<file path="src/rtl/sinepwm_pkg.sv">
package sinepwm_pkg;

  typedef struct packed {
    logic advance;     // move pointer by step this cycle
    logic loadSample;  // capture addressed table code into compare register
  } seqStrobe_t;

  // Offset sine code: mid + (mid-1)*sin(2*pi*idx/depth), rounded to nearest.
  function automatic int sineCode(input int idx, input int depth, input int sampW);
    real mid;
    real amp;
    real ang;
    mid = real'(2 ** (sampW - 1));
    amp = mid - 1.0;
    ang = 2.0 * 3.14159265358979 * real'(idx) / real'(depth);
    return $rtoi(mid + amp * $sin(ang) + 0.5);
  endfunction

endpackage

</file>
<file path="src/rtl/sinepwm_rom.sv">
module sinepwm_rom #(
  parameter int DEPTH  = 128,
  parameter int SAMP_W = 7,
  localparam int IDX_W = $clog2(DEPTH)
) (
  input  logic [IDX_W-1:0]  addr,
  output logic [SAMP_W-1:0] code
);

  logic [SAMP_W-1:0] romTable [DEPTH];

  for (genvar i = 0; i < DEPTH; i++) begin : g_entry
    localparam int CODE_VAL = sinepwm_pkg::sineCode(i, DEPTH, SAMP_W);
    assign romTable[i] = SAMP_W'(CODE_VAL);
  end

  assign code = romTable[addr];

endmodule

</file>
<file path="src/rtl/sinepwm_ctrl.sv">
module sinepwm_ctrl (
  input  logic                    clk,
  input  logic                    rstN,
  input  logic                    enable,
  input  logic                    overflowPulse,
  output sinepwm_pkg::seqStrobe_t strobe
);

  logic ovfPrevQ;
  logic riseSeen;

  always_ff @(posedge clk) begin
    if (!rstN) ovfPrevQ <= 1'b0;
    else       ovfPrevQ <= overflowPulse;
  end

  // A strobe held high produces one event only.
  assign riseSeen          = overflowPulse & ~ovfPrevQ;
  assign strobe.advance    = riseSeen & enable;
  assign strobe.loadSample = riseSeen & enable;

endmodule

</file>
<file path="src/rtl/sinepwm_dp.sv">
module sinepwm_dp #(
  parameter int DEPTH  = 128,
  parameter int SAMP_W = 7,
  parameter int OUT_W  = 8,
  localparam int IDX_W = $clog2(DEPTH)
) (
  input  logic                    clk,
  input  logic                    rstN,
  input  sinepwm_pkg::seqStrobe_t strobe,
  input  logic [IDX_W-1:0]        stepSize,
  output logic [IDX_W-1:0]        pointer,
  output logic [OUT_W-1:0]        compareOut
);

  localparam int RESET_CODE = sinepwm_pkg::sineCode(0, DEPTH, SAMP_W);

  logic [IDX_W-1:0]  pointerQ;
  logic [IDX_W-1:0]  pointerNext;
  logic [SAMP_W-1:0] sampleCode;
  logic [OUT_W-1:0]  compareQ;

  // Power-of-two depth: natural adder overflow is the modulo wrap.
  assign pointerNext = pointerQ + stepSize;

  sinepwm_rom #(.DEPTH(DEPTH), .SAMP_W(SAMP_W)) u_rom (
    .addr(pointerNext),
    .code(sampleCode)
  );

  always_ff @(posedge clk) begin
    if (!rstN) begin
      pointerQ <= '0;
    end else if (strobe.advance) begin
      pointerQ <= pointerNext;
    end
  end

  always_ff @(posedge clk) begin
    if (!rstN) begin
      compareQ <= OUT_W'(RESET_CODE);
    end else if (strobe.loadSample) begin
      compareQ <= OUT_W'(sampleCode);
    end
  end

  assign pointer    = pointerQ;
  assign compareOut = compareQ;

endmodule

</file>
<file path="src/rtl/sinepwm_seq.sv">
module sinepwm_seq #(
  parameter int TABLE_DEPTH = 128,
  parameter int SAMP_W      = 7,
  parameter int OUT_W       = 8,
  localparam int IDX_W      = $clog2(TABLE_DEPTH)
) (
  input  logic             clk,
  input  logic             rstN,
  input  logic             enable,
  input  logic             overflowPulse,
  input  logic [IDX_W-1:0] stepSize,
  output logic [OUT_W-1:0] compareOut
);

  sinepwm_pkg::seqStrobe_t strobe;
  logic [IDX_W-1:0]        pointerQ;

  sinepwm_ctrl u_ctrl (
    .clk(clk),
    .rstN(rstN),
    .enable(enable),
    .overflowPulse(overflowPulse),
    .strobe(strobe)
  );

  sinepwm_dp #(.DEPTH(TABLE_DEPTH), .SAMP_W(SAMP_W), .OUT_W(OUT_W)) u_dp (
    .clk(clk),
    .rstN(rstN),
    .strobe(strobe),
    .stepSize(stepSize),
    .pointer(pointerQ),
    .compareOut(compareOut)
  );

endmodule

</file>
<file path="config.mk">
export PLATFORM = sky130hd
export DESIGN_NAME = sinepwm_seq
export DESIGN_NICKNAME = d
export VERILOG_FILES = /design/src/rtl/sinepwm_pkg.sv /design/src/rtl/sinepwm_rom.sv /design/src/rtl/sinepwm_ctrl.sv /design/src/rtl/sinepwm_dp.sv /design/src/rtl/sinepwm_seq.sv
export SDC_FILE = /design/constraint.sdc
export NUM_CORES = 1
export LEC_CHECK = 0
export ABC_AREA = 1
export ABC_CLOCK_PERIOD_IN_PS = 2800
export BUFFER_PORTS_ARGS = -buffer_cell sky130_fd_sc_hd__buf_2
export CAP_MARGIN = 20
export CORE_MARGIN = 4
export CORE_UTILIZATION = 47
export CTS_BUF_LIST = sky130_fd_sc_hd__clkbuf_2
export CTS_CLUSTER_DIAMETER = 50
export DETAILED_ROUTE_END_ITERATION = 8
export PLACE_DENSITY = 0.72
export SYNTH_ARGS = -nofsm -noshare
export SYNTH_HDL_FRONTEND = slang
export SYNTH_SLANG_ARGS = --single-unit
export TNS_END_PERCENT = 1
</file>
<file path="constraint.sdc">
create_clock -name clk -period 2.8 [get_ports clk]
set_input_delay 0.14 -clock clk [delete_from_list [all_inputs] [get_ports clk]]
set_output_delay 0.14 -clock clk [all_outputs]
set_load 0.02 [all_outputs]
</file>
# Word level (Yosys, flattened, before mapping)
# Memory sizes are Yosys's and may differ from the RTL's. A register that Yosys moved wholly into a read port is not among the register bits.
# Index checks and enable logic that the tools add are counted.
totals:
  wordCells: 9
  ff_bits: 8
  n_memories: 1
  rom_bits: 896
mem_list:
  columns: ["name", "depth", "word_bits", "rd", "rd_clocked_by_memory_dff", "write_ports", "line", "source"]
  rows:
  - ["(no name shown)", 128, 7, 1, 1, 0, "sinepwm_rom.sv:17", "assign code = romTable[addr];"]
classes:
  addsub: 1
  n_reduce_logical: 1
  n_bitwise: 4
op_table:
  columns: ["op", "n"]
  rows:
  - ["NOT 7 -> 8 bit", 1]
  - ["adder 7 bit", 1]
  - ["bitwise AND 1 bit", 2]
  - ["logical NOT 1 bit", 1]
  - ["NOT 1 bit", 1]

# Longest topological paths before layout
# Gate-level depths: netlist of the first run.
logic_depth:
  ltp_word: 3
  mapped_depth: 17

# Hierarchy
# Synthesis of the first run repeated with hierarchy kept, for this count alone.
hier_totals:
  cells_unflattened: 334
  area_unflattened_um2: 1925.6
by_module_without_submodules:
  columns: ["module", "area_per_inst_um2", "cells_each", "n_inst", "seq_area_each_um2"]
  rows:
  - ["sinepwm_rom", 1044.8, 200, 1, 0.0]
  - ["sinepwm_dp", 835.8, 128, 1, 280.3]
  - ["sinepwm_ctrl", 45.0, 6, 1, 20.0]

# Worst setup path before layout of the first run
# Ideal clock, no wire load.
synth_path:
  path_type: "register -> register"
  start: "reg u_dp.pointerQ[0], in the netlist u_dp.pointer[0]"
  end: "reg u_dp.compareQ[3], in the netlist u_dp.compareOut[3]"
  setup_time_ps: 56
  required_ps: 2744
  synth_period_minus_slack_ps: 2375
  arrival_time_ps: 2319
  setup_slack_ps: 425
  stages_incl_launch_ff: 17
  cell_sequence: "dfxtp_1 ha_1 inv_1 fa_1 inv_1 ha_1 inv_1 nand2_1 nand2_1 nand2_1 nand2_1 nand2_1 nand3_1 nand3_1 nand3_1 nand2_1 inv_1"
synth_between:
  elab_chain_len: 2
synth_rtl:
  columns: ["item", "line", "source"]
  rows:
  - ["start, declared", "sinepwm_dp.sv:17", "logic [IDX_W-1:0] pointerQ;"]
  - ["start signal, assigned", "sinepwm_dp.sv:34", "pointerQ <= pointerNext;"]
  - ["adder 7 bit", "sinepwm_dp.sv:23", "assign pointerNext = pointerQ + stepSize;"]
  - ["net u_dp.pointerNext[1]", "sinepwm_dp.sv:18", "logic [IDX_W-1:0] pointerNext;"]
  - ["NOT 7 -> 8 bit (implied by the code)", "sinepwm_rom.sv:17", null]
  - ["end, declared", "sinepwm_dp.sv:20", "logic [OUT_W-1:0] compareQ;"]
# The timed path passes the listed nets, and every way through them passes these cells.
# A chain may end at the register's enable or synchronous reset.

# Worst setup path after layout of the first run
layout_path:
  start: "reg u_dp.pointerQ[0], in the netlist u_dp.pointer[0]"
  end: "reg u_dp.compareQ[3], in the netlist u_dp.compareOut[3]"
layout_between:
  elab_chain_len: 2
layout_rtl:
  columns: ["item", "line"]
  rows:
  - ["adder 7 bit", "sinepwm_dp.sv:23"]
  - ["NOT 7 -> 8 bit (implied by the code)", "sinepwm_rom.sv:17"]
# Every way passes these cells.

==> flow_summary.toml, run 1 <==
[global_route]
first_global_vias = 2164
antenna_found_initial = 0
grt_pass1_wl_um = 9694
gr-total-overflow = 0
grt_max_degree = 28
groute.usage.overall_pct = 21.83

[worst_setup_path]
cp-end-kind = "flip-flop"
reg2reg_slack_ns = 0.22
endpoint_arrival_time_on_the_critical_path_ns = 2.80
cp.required_ns = 3.03
crit-reg2reg-capture = "u_dp.compareOut[3]"
timing.critical_path.from_type = "flip-flop"
critical_path.max_fanout = 5
setup.worst_path.class = "reg2reg"
worst_r2r_startpoint = "u_dp.pointer[0]"
rr_worst_depth = 14

[clocking]
cts.clk_slew.worst_paths_ns = 0.17
clkSinkCount = 15
post_cts_buffers = 0
clock_tree_from_tritoncts = "done"
worst_skew_late_latency_ns = 0.30
clock_tree.htree_level_count = 1
cts_buffers = 3
ctsLongestPathBuffers = 2
clock-root-buffer = "clkbuf_2"

[synthesis]
syn_area_um2 = 2116
synth.top_cells.by_area = "nand2_1 (24%), nand3_1 (17%), dfxtp_1 (14%)"
synth-warning-count = 0
post_synth.cell_area_avg_um2 = 5.765
synthDistinctLibCells = 29
synthDominantAreaCellType = "nand2_1"
synth_top_area_share_pct = 23.95
postSynthRegisterBits = 15
syn_inst = 367
yosysSeqAreaShare_pct = 14.19
synth.net_count = 396

[drt]
via_count = 2364
routed_via_density = 5.510
detail-route-antenna-nets = 0
routed_wl_um = 5691
drt_pass1_iterations = 6
dr.first_iter.drc_count = 226
wire_per_inst_um = 13.27
drc_errors = 0

[die]
die-area_um2 = 5639
die_y_um = 75.10
placeableCoreArea_um2 = 4354
initial_utilization_pct = 48.59
num_io_pins = 19
die_width_um = 75.10
core.rowCount = 24

[timing]
fin_worst_skew_ns = 0.004414
worst_slack_ns = 0.2248
timing.fmax_mhz = 388.3
post-route-min-period_ns = 2.575
rsz0062_at_grt = "false"
setup-tns-final_ns = 0
setup_violations = 0
final.period_utilization_pct = 91.97
report.final.slew_viol_count = 0
finalHoldViolations = 0

[layout]
final_layout_size_suffix_gt1_share_pct = 14.59
layout.cells.most_common_list = "nand2_1 (135), nand3_1 (70), inv_1 (36)"
fin_nets = 407
layout_commonest_cell = "nand2_1"
fillCellCount = 470
syn_to_final_growth_pct = 3.430
antennaDiodeCount = 0

[place]
place.port_buffers = 17
detailedPlacementHpwl_um = 4275
gp_routability_congestion = 0.9148
dp_slack_ns = 0.2606

[pwr]
pwr-share-comb_pct = 66.2
power.leakage_nw = 1.242
switching_power_w = 0.0005555
power.share.switching_pct = 52.92
intPower_w = 0.0004941
seqPwrFrac_pct = 22.6
clockPowerShare_pct = 11.2
vdd.ir_drop.worst_uv = 325.1
cellPowerDensity_nw_per_um2 = 479.6

[outcome]
run_status = "finished clean"

[flow_run]
max-cap-violations = 0

[worst_hold_path]
hold_start = "overflowPulse"
timing.hold.worst.class = "in2reg"
timing.hold.worst_path_depth = 3
hold_end = "u_ctrl.ovfPrevQ"
-- through the flow --
stage / cell area [um2] / power (W) / hold WS (ns) / instances / util, %
2_1_floorplan: 2116 / 0.0008107 / 0.2335 / 367 / -
3_3_place_gp: 2166 / 0.0009177 / 0.3435 / 425 / 49.74
3_5_place_dp: 2166 / 0.0009220 / 0.3446 / 425 / 49.74
4_1_cts: 2186 / 0.001037 / 0.01743 / 429 / 50.20
5_1_grt: 2188 / 0.001151 / 0.01520 / 429 / 50.26
6_report: 2188 / 0.001050 / 0.02430 / 429 / 50.26
-- per-layer routing --
metal / vias to the layer above / routed length, um / global-route usage [%]
li1: 1197 / - / -
met1: 1059 / 2605 / 30.55
met2: 98 / 2630 / 35.30
met3: 10 / 348 / 2.937
met4: 0 / 107 / 5.534
met5: - / 0 / 0
-- Yosys cell counts, drive strengths merged --
| master | instances |
|---|---|
| conb | 1 |
| nand3 | 74 |
| nand2 | 150 |
| o22ai | 1 |
| fa | 1 |
| ha | 17 |
| nand4 | 6 |
| clkbuf | 1 |
| inv | 40 |
| nor3 | 2 |
| or2 | 2 |
| nor2 | 13 |
| a21oi | 10 |
| xnor2 | 1 |
| o21ai | 13 |
| clkinv | 1 |
| buf | 16 |
| dfxtp | 15 |
| o211ai | 3 |
-- critical path, cell delays in order, from the launching register on --
cell     delay [ns]
dfxtp_1        0.36
ha_1           0.23
inv_1          0.08
fa_2           0.58
ha_1           0.28
inv_1          0.13
nand3_1        0.16
nand2_1        0.13
nand2_1        0.07
nand3_1        0.11
nand3_1        0.08
nand3_1        0.09
nand3_1        0.09
nand2_1        0.07
inv_1          0.03
-- flip-flops by register name, summed over array words and instances (netlist names) --
register / cells
u_ctrl.ovfPrevQ: 1
u_dp.compareOut: 7
u_dp.pointer: 7
-- worst max-delay path by stage --
stage,startpoint,end,slack [ns],depth (start not counted)
2_1_floorplan,u_dp.pointer[0],u_dp.compareOut[3],0.42,16
3_3_place_gp,u_dp.pointer[0],u_dp.compareOut[1],0.32,15
3_5_place_dp,u_dp.pointer[0],u_dp.compareOut[3],0.26,14
4_1_cts,u_dp.pointer[0],u_dp.compareOut[3],0.21,14
5_1_grt,u_dp.pointer[0],u_dp.compareOut[3],0.01,16
6_report,u_dp.pointer[0],u_dp.compareOut[3],0.22,14
-- power by group through the flow --
| stage | clock [W] | sequential, W | combinational, W |
|---|---|---|---|
| detailed placement | 0 | 0.000241 | 0.000681 |
| global placement | 0 | 0.000241 | 0.000677 |
| finish | 0.000118 | 0.000237 | 0.000695 |
| global route | 0.000123 | 0.000238 | 0.000789 |
| CTS | 0.000117 | 0.000237 | 0.000683 |
| floorplan | 0 | 0.000250 | 0.000561 |
-- what timing repair did --
item                       CTS  global route
hold buffers                 0             0
setup endpoints to repair    0             2
hold endpoints to repair     0             0
gates resized for setup      0             1
-- area by class of cell --
type                       instances  area, um2  share of cell area (%)
multi-input combinational        294       1519                   69.41
sequential                        15      300.3                   13.72
inverter                          41      153.9                   7.033
timing repair buffer              23      130.1                   5.946
tap                               52      65.06                   2.973
clock buffer                       4      20.02                  0.9148
-- kinds of logic (layout without fill, tap and decap cells) --
kind of cell               after synthesis  count (layout)  share of synthesized area, %
buffers and inverters                   58              68                         14.13
and+or+nand+nor                        247             247                         52.75
DFF                                     15              15                         14.19
other                                    1               1                        0.1772
AOI/OAI and AO/OA                       27              27                         7.333
xor gates and xnor gates                 1               1                        0.4140
adders and majority gates               18              18                         11.00
No activity file was read; power rests on OpenSTA's default activity.
==> run 2, diff against run 1 <==
Settings changed: ABC_CLOCK_PERIOD_IN_PS 2800 to not set, MAX_ROUTING_LAYER set to met4.
==> run 2 against run 1 <==
  * Critical path depth unchanged
  * Setup slack got worse by 0.013 ns
  * Core utilization increased by 0.057 points
  * Total power increased by 0.15%
  * Hold slack improved by 0.0084 ns
  * Cell count unchanged
  * Via count decreased by 0.38%
  * Die area unchanged
  * Register-to-register slack about the same
  * Sequential power about the same
  * Critical endpoint unchanged
  * Highest routed layer unchanged
==> flow_summary.toml, run 2 (synthesis gave the netlist of run 1 again) <==
[pwr]
power.leakage_nw = 1.239
cellPowerDensity_nw_per_um2 = 479.8
vdd.ir_drop.worst_uv = 257.3

[timing]
final.period_utilization_pct = 92.42
post-route-min-period_ns = 2.588
timing.fmax_mhz = 386.4
setup-tns-final_ns = 0
report.final.slew_viol_count = 0
fin_worst_skew_ns = 0.003860
rsz0062_at_grt = "false"
finalHoldViolations = 0
hold-worst-slack_ns = 0.03270
setup_violations = 0
worst_slack_ns = 0.2122

[die]
die-area_um2 = 5639
initial_utilization_pct = 48.59
placeableCoreArea_um2 = 4354
core.rowCount = 24
die_y_um = 75.10
num_io_pins = 19
die_width_um = 75.10

[layout]
layout.cells.most_common_list = "nand2_1 (135), nand3_1 (70), inv_1 (35)"
fin_nets = 407
antennaDiodeCount = 0
fin_util_pct = 50.32
layout_commonest_cell = "nand2_1"
syn_to_final_growth_pct = 3.548
final_layout_size_suffix_gt1_share_pct = 15.12
final-instance-count-excl-fill = 429

[global_route]
groute.usage.overall_pct = 23.22
first_global_vias = 2202
grt_max_degree = 28
antenna_found_initial = 0
grt_pass1_wl_um = 10090
gr-total-overflow = 0

[clocking]
ctsLongestPathBuffers = 2
cts.clk_slew.worst_paths_ns = 0.16
clock-root-buffer = "clkbuf_2"
clock_tree.htree_level_count = 1
clkSinkCount = 15
cts_buffers = 3
post_cts_buffers = 0
worst_skew_late_latency_ns = 0.29
clock_tree_from_tritoncts = "done"

[drt]
routed_wl_um = 5834
routed_via_density = 5.490
drc_errors = 0
wire_per_inst_um = 13.60
dr.first_iter.drc_count = 283
detail-route-antenna-nets = 0
drt_pass1_iterations = 5
via_count = 2355

[worst_setup_path]
endpoint_arrival_time_on_the_critical_path_ns = 2.80
path_buf_inv = 3
critical_path.max_stage_delay_ns = 0.58
cpMaxStageDelayCell = "fa_2"
crit_top_cell = "nand3_1"
cp-end-kind = "flip-flop"
setup.worst_path.class = "reg2reg"
list_of_cells_traversed_by_the_critical_path = "ha_2 -> inv_1 -> fa_2 -> ha_1 -> inv_1 -> nand3_1 -> nand2_1 -> nand2_1 -> nand3_1 -> nand3_1 -> nand3_1 -> nand3_1 -> nand2_1 -> inv_1"
critical_path.top_delay_family = "adder cells"
cp.required_ns = 3.01
timing.critical_path.from_type = "flip-flop"
critical_path.max_fanout = 5

[place]
gp_routability_congestion = 0.9457
place.port_buffers = 17
dp_slack_ns = 0.2458
detailedPlacementHpwl_um = 4379
dp_cells = 425

[outcome]
run_status = "finished clean"

[worst_hold_path]
timing.hold.worst.class = "in2reg"

[flow_run]
max-cap-violations = 0
[run 2: changes by cell type in the layout (fill, tap and decap cells not counted)]
cell,previous run,this run
ha_2,0,1
inv_2,4,5
ha_1,17,16
inv_1,36,35
[run 2: final cells by class]
class,instances,area [um2]
well taps,52,65.06
inverters,41,153.9
clock buffers,4,20.02
fillers,462,2163
flip-flops and latches,15,300.3
multi-input cells,294,1521
repair buffers,23,130.1
[run 2: what timing repair did]
action / 4_1_cts / 5_1_grt
endpoints found under the setup margin: 0 / 4
gates resized for setup: 0 / 3
hold buffers: 0 / 0
[run 2: worst reg2reg max path: stages, from the launching register on]
cell	delay [ns]
dfxtp_1	0.37
ha_2	0.22
inv_1	0.06
fa_2	0.58
ha_1	0.28
inv_1	0.14
nand3_1	0.18
nand2_1	0.15
nand2_1	0.06
nand3_1	0.10
nand3_1	0.09
nand3_1	0.10
nand3_1	0.08
nand2_1	0.07
inv_1	0.03
[run 2: metal layers]
layer / vias to the layer above / wire length, um / GRT usage [%]
met3: 10 / 252 / 2.003
met1: 1078 / 2698 / 31.22
met2: 72 / 2797 / 37.81
li1: 1195 / - / -
met5: - / 0 / -
met4: 0 / 86 / 5.138
[run 2: path summary, 6_finish.rpt]
path,startpoint,end,slack [ns],cells past startpoint
setup / recovery,u_dp.pointer[0],u_dp.compareOut[3],0.21,14
hold / removal,overflowPulse,u_ctrl.ovfPrevQ,0.03,3
setup reg to reg,u_dp.pointer[0],u_dp.compareOut[3],0.21,14
hold reg to reg,u_dp.compareOut[0],u_dp.compareOut[0],0.49,2
[run 2: metrics by stage]
stage | area [um2] | total power [W]
floorplan | 2116 | 0.0008107
global placement | 2166 | 0.0009180
detailed placement | 2166 | 0.0009261
CTS | 2186 | 0.001043
global route | 2191 | 0.001160
finish | 2191 | 0.001051
[run 2: power breakdown]
part,leakage [nW],internal [W],switching (W)
Sequential,0.123,0.000229,0.00000789
Combinational,1.10,0.000228,0.000472
Clock,0.0166,0.0000379,0.0000766
Total,1.24,0.000495,0.000556
